File: src/rtl/ssx_autotx.sv
module ssx_autotx #(
  parameter int W = 16
) (
  input  logic         clk,
  input  logic         rst_n,
  input  logic         wr_en,
  input  logic [W-1:0] wr_data,
  input  logic         stat_rd,
  input  logic         cfg_auto,
  input  logic         cfg_txmode,
  input  logic         cfg_slave,
  input  logic         tx_en,
  input  logic         bit_tick,
  input  logic         ext_clk,
  output logic         sdo,
  output logic         buf_empty,
  output logic         underrun,
  output logic         busy
);

  localparam int CW = $clog2(W);
  localparam logic [CW-1:0] LAST = CW'(W - 1);

  logic [W-1:0]  hold_q, shreg;
  logic          hold_full, active, skip, und_q;
  logic [CW-1:0] bitno;
  logic [2:0]    xs;

  logic auto_on, go, fall, step, adv, last_step, load, und_set;

  assign auto_on   = cfg_auto & cfg_txmode;
  assign go        = auto_on | tx_en;
  assign fall      = xs[2] & ~xs[1];
  assign step      = cfg_slave ? fall : bit_tick;
  assign adv       = active & step & ~skip;
  assign last_step = adv & (bitno == LAST);
  assign load      = hold_full & go & (~active | last_step);
  assign und_set   = last_step & ~load & ~auto_on & tx_en;

  assign sdo       = active ? shreg[W-1] : 1'b1;
  assign buf_empty = ~hold_full;
  assign underrun  = und_q;
  assign busy      = active;

  // external clock synchronizer and falling-edge detect
  always_ff @(posedge clk or negedge rst_n)
    if (!rst_n) xs <= 3'b000;
    else        xs <= {xs[1:0], ext_clk};

  // holding buffer
  always_ff @(posedge clk or negedge rst_n)
    if (!rst_n) begin
      hold_q    <= '0;
      hold_full <= 1'b0;
    end else begin
      if (wr_en) hold_q <= wr_data;
      hold_full <= wr_en | (hold_full & ~load);
    end

  // shifter
  always_ff @(posedge clk or negedge rst_n)
    if (!rst_n) begin
      shreg  <= '0;
      bitno  <= '0;
      active <= 1'b0;
      skip   <= 1'b0;
    end else if (load) begin
      shreg  <= hold_q;
      bitno  <= '0;
      active <= 1'b1;
      skip   <= cfg_slave & ~active;
    end else if (last_step) begin
      active <= 1'b0;
    end else if (adv) begin
      shreg  <= {shreg[W-2:0], 1'b0};
      bitno  <= bitno + 1'b1;
    end else if (active & step & skip) begin
      skip   <= 1'b0;
    end

  // underrun flag
  always_ff @(posedge clk or negedge rst_n)
    if (!rst_n) und_q <= 1'b0;
    else        und_q <= und_set | (und_q & ~stat_rd);

  a_r7_idle_high: assert property (@(posedge clk) disable iff (!rst_n)
    !busy |-> sdo);

  a_r2_msb_first: assert property (@(posedge clk) disable iff (!rst_n)
    load |=> (busy && sdo == $past(hold_q[W-1])));

  a_r5_empty_on_load: assert property (@(posedge clk) disable iff (!rst_n)
    (load && !wr_en) |=> buf_empty);

  a_r8_no_underrun_auto: assert property (@(posedge clk) disable iff (!rst_n)
    (auto_on && !underrun) |=> !underrun);

  a_r12_hold_when_off: assert property (@(posedge clk) disable iff (!rst_n)
    (!busy && !auto_on && !tx_en) |=> !busy);

  a_r10_clear_on_read: assert property (@(posedge clk) disable iff (!rst_n)
    (stat_rd && !(busy && step && !skip && bitno == LAST)) |=> !underrun);

  a_r9_first_edge_held: assert property (@(posedge clk) disable iff (!rst_n)
    (busy && skip && cfg_slave) |=> $stable(sdo));

endmodule

File: config.mk
export PLATFORM = sky130hd
export DESIGN_NAME = ssx_autotx
export DESIGN_NICKNAME = d
export VERILOG_FILES = /design/src/rtl/ssx_autotx.sv
export SDC_FILE = /design/constraint.sdc
export NUM_CORES = 1
export LEC_CHECK = 0
export ABC_CLOCK_PERIOD_IN_PS = 1700
export BUFFER_PORTS_ARGS = -buffer_cell sky130_fd_sc_hd__buf_2
export CORE_MARGIN = 3
export CORE_UTILIZATION = 40
export CTS_CLUSTER_DIAMETER = 30
export DETAILED_ROUTE_END_ITERATION = 8
export GPL_ROUTABILITY_DRIVEN = 0
export SETUP_SLACK_MARGIN = 0.1
export SYNTH_ARGS = -nofsm -noshare
export SYNTH_HDL_FRONTEND = slang
export SYNTH_SLANG_ARGS = --single-unit
File: constraint.sdc
create_clock -name clk -period 1.7 [get_ports clk]
set_clock_uncertainty 0.2 [all_clocks]
set_input_delay 0.255 -clock clk [delete_from_list [all_inputs] [get_ports clk]]
set_output_delay 0.255 -clock clk [all_outputs]
set_load 0.01 [all_outputs]
==> reports/results.ini <==
[worst_setup_path]
r2r_cells = 6
crit_arrival_ps = 1770
cp_cell_sequence = ha_4 > and3_4 > o211ai_4 > clkbuf_16 > o22ai_1 > a2bb2oi_1
r2r_end = shreg[15]
rrSetupSlack_ps = -40
cp_max_fo = 8
cpMaxStageDelayCell = dfrtp_1
end_kind = flip-flop
r2r_start = bitno[0]
slowest_delay_ps = 420
cp-start-kind = flip-flop
crit_required_ps = 1730
crit_type = reg -> reg

[hold_path]
hold_end = underrun
holdPathStages = 3
hold_path.class = in -> reg
hp-start = tx_en

[power_and_ir_drop]
intPower_uw = 2660
leakagePower_uw = 0.00122
p_seq_share_pct = 39.5
p_per_area_mw_per_mm2 = 1350
ir_drop_uv = 605
p_clk_share_pct = 24.7
p_sw_share_pct = 29.9
p_switching_uw = 1140
power_frac_comb_pct = 35.9

[synthesis]
yosysWarnings = 0
netlist_instances = 148
syn-num-nets = 175
synth_compound_area_share_pct = 23.1
yosys.area_share.simple_pct = 5.86
synth_adder_area_share_pct = 0.651
yosysUniqueCellTypes = 32
synth-seq-cells = 43
synth_top_family_by_area = compound AO/OA/AOI/OAI gates
seq_area_frac_synth_pct = 56.0
post_synth_mux_area_share_pct = 10.9
synth_area_per_cell_um2 = 13.0
synth_area_mm2 = 0.00192
synth_xor_xnor_area_share_pct = 0

[route]
routed_wl_mm = 4.44
vias = 1472
drt-met1-wl_mm = 1.87
firstDrtPassIters = 4
vias_per_cell = 5.43
drt-wirelength-per-cell_um = 16.4
drt_iter0_markers = 91
routed-wl-met2_mm = 2.28
top_layer_used = met4
drc = 0
ant_nets = 0
routed-wl-met3_um = 197

[grt]
grt_usage_pct = 16.5
antenna_found_initial = 0
grt_max_degree = 44
overflow = 0
grt_pass1_wl_mm = 6.95
grt_pass1_vias = 1462

[clock_network]
cts-root-buf = clkbuf_8
numCtsBuffers = 5
clk_latency_ps = 300
clockBufferDepth = 2
clock-sinks = 43
path_clk_slew_ps = 80
htreeDepth = 2
cts_tree = done

[timing]
setup_viol_count_final = 9
worst_slack_ps = -37.3
period_needed_ps = 1740
slew_violations = 0
period_share_pct = 102
worst_pin_slew_ps = 391
hold_viol = 0
fmax_ghz = 0.576
finalSetupTns_ps = -138
slew_headroom_pct = 73.9
rsz0062_at_grt = true

[run_status]
failed_checks = setup timing
status = complete, but fails checks

[finish]
post-route-util_pct = 62.4
fill_cells = 357
finalInstanceArea_mm2 = 0.00281
layout-drive-gt1-share_pct = 49.8
seqCellArea_mm2 = 0.00108
nNetsFinal = 245
syn_to_final_growth_pct = 46.4
multiInputGateArea_um2 = 936
diodes = 0

[die]
start_util_pct = 42.6
die_x_um = 75.3
ios = 30
core_area_mm2 = 0.00450
fp.dieH_um = 75.3
die-area_mm2 = 0.00567
num_rows = 24

[place]
post_dp_cell_area_mm2 = 0.00224
port_buffers = 29
hpwl_mm = 2.68

[flow_run]
max_cap_violations = 0

[final cells by class]
class / instances / share of cell area [%]
clock buffer: 6 / 2.58
clock inverter: 2 / 2.14
inverter: 7 / 0.934
multi-input combinational: 91 / 33.3
sequential: 43 / 38.3
tap: 52 / 2.31
timing repair buffer: 70 / 20.5
[synth_stat cells]
cell | number | area [µm²]
a21o_1 | 3 | 22.5
buf_6 | 1 | 11.3
o2bb2a_1 | 1 | 10.0
nand3_1 | 3 | 15.0
o22ai_1 | 16 | 100
buf_2 | 4 | 20.0
nor2_1 | 3 | 11.3
o32ai_1 | 1 | 8.76
a32o_1 | 1 | 10.0
nand4bb_1 | 1 | 11.3
clkbuf_1 | 1 | 3.75
nor3_1 | 1 | 5.00
o211ai_2 | 2 | 25.0
ha_1 | 1 | 12.5
a2bb2oi_2 | 9 | 135
inv_1 | 7 | 26.3
a22o_1 | 2 | 17.5
dfrtp_1 | 43 | 1080
a2bb2oi_1 | 5 | 43.8
mux2i_1 | 3 | 30.0
a21boi_4 | 1 | 18.8
o21ai_0 | 4 | 20.0
nand3b_1 | 1 | 7.51
nand2b_1 | 2 | 12.5
nand2b_4 | 1 | 13.8
nand2_1 | 8 | 30.0
a2111oi_0 | 1 | 8.76
a21oi_1 | 3 | 15.0
mux2_2 | 16 | 180
o2bb2ai_1 | 1 | 8.76
buf_1 | 1 | 3.75
and3_1 | 1 | 6.26
[cells in the final DEF, fill, tap and decap left out, types with 2 or more instances in the layout]
cell type,instances
dfrtp_1,42
buf_2,29
dlygate4sd3_1,19
mux2_2,16
buf_4,15
a2bb2oi_2,11
o22ai_2,9
inv_1,7
o22ai_1,7
nand2_1,6
clkbuf_8,5
o21ai_0,4
buf_12,4
a21o_1,3
a2bb2oi_1,3
nor2_1,3
mux2i_1,3
nand2b_4,2
nand3_1,2
a22o_1,2
a21oi_1,2
bufinv_16,2
buf_6,2
[power groups by stage]
stage | combinational [µW] | sequential [µW] | clock (µW)
finish | 1360 | 1500 | 938
global route | 1480 | 1530 | 995
CTS | 1180 | 1460 | 956
detailed placement | 1020 | 1460 | 0
global placement | 981 | 1460 | 0
floorplan | 759 | 1420 | 0
[cells by family (layout without fill, tap and decap cells)]
logic type	after synthesis	count (layout)
buffers and inverters	14	85
DFF	43	43
and+or+nand+nor	21	21
adders and majority gates	1	1
AOI/OAI and AO/OA	50	50
muxes	19	19
[worst max-delay path: cells and delay by family (launching register included)]
kind	cells	cell delay, ps
flip-flops	1	420
AND/OR/NAND/NOR	1	160
AO/OA/AOI/OAI	3	470
adder cells (fa/ha/maj)	1	190
buffers and inverters	1	210
[flip-flops by register name, summed over array words and instances, names as in the netlist]
register / cells
hold_q: 16
skip: 1
xs: 3
bitno: 4
underrun: 1
shreg: 16
hold_full: 1
busy: 1
[stage by stage]
stage                     power (µW)  setup WS (ps)  hold slack (ps)  instances
after floorplan                 2180           86.1             -241        148
after global placement          2440           56.2             46.6        234
after detailed placement        2480         -0.353             47.0        234
after CTS                       3600           4.44             2.07        268
after global routing            4000          -91.6             30.7        271
final                           3800          -37.3             34.1        271
[timing repair]
| item | in CTS | in global routing |
|---|---|---|
| resized for setup | 10 | 17 |
| setup endpoints to repair | 23 | 22 |
| pin swaps | 3 | 16 |
| gates cloned | 1 | 1 |
| hold buffers | 18 | 1 |
| endpoints found under the hold margin | 60 | 1 |
| setup buffers | 7 | 2 |
[layer usage]
metal | vias up | GRT usage (%)
met5 | - | 0
met3 | 9 | 5.28
met4 | 0 | 6.99
li1 | 704 | -
met1 | 721 | 20.5
met2 | 38 | 26.7
[worst max-delay path by stage]
stage	to	depth (start not counted)	startpoint	slack, ps
floorplan	bitno[0]	5	skip	90
global placement	shreg[14]	6	bitno[1]	60
detailed placement	shreg[1]	6	bitno[1]	-0.4
CTS	shreg[1]	6	bitno[0]	4
global route	shreg[15]	6	bitno[0]	-90
finish	shreg[15]	6	bitno[0]	-40
Power figures use the tool's default switching activity.
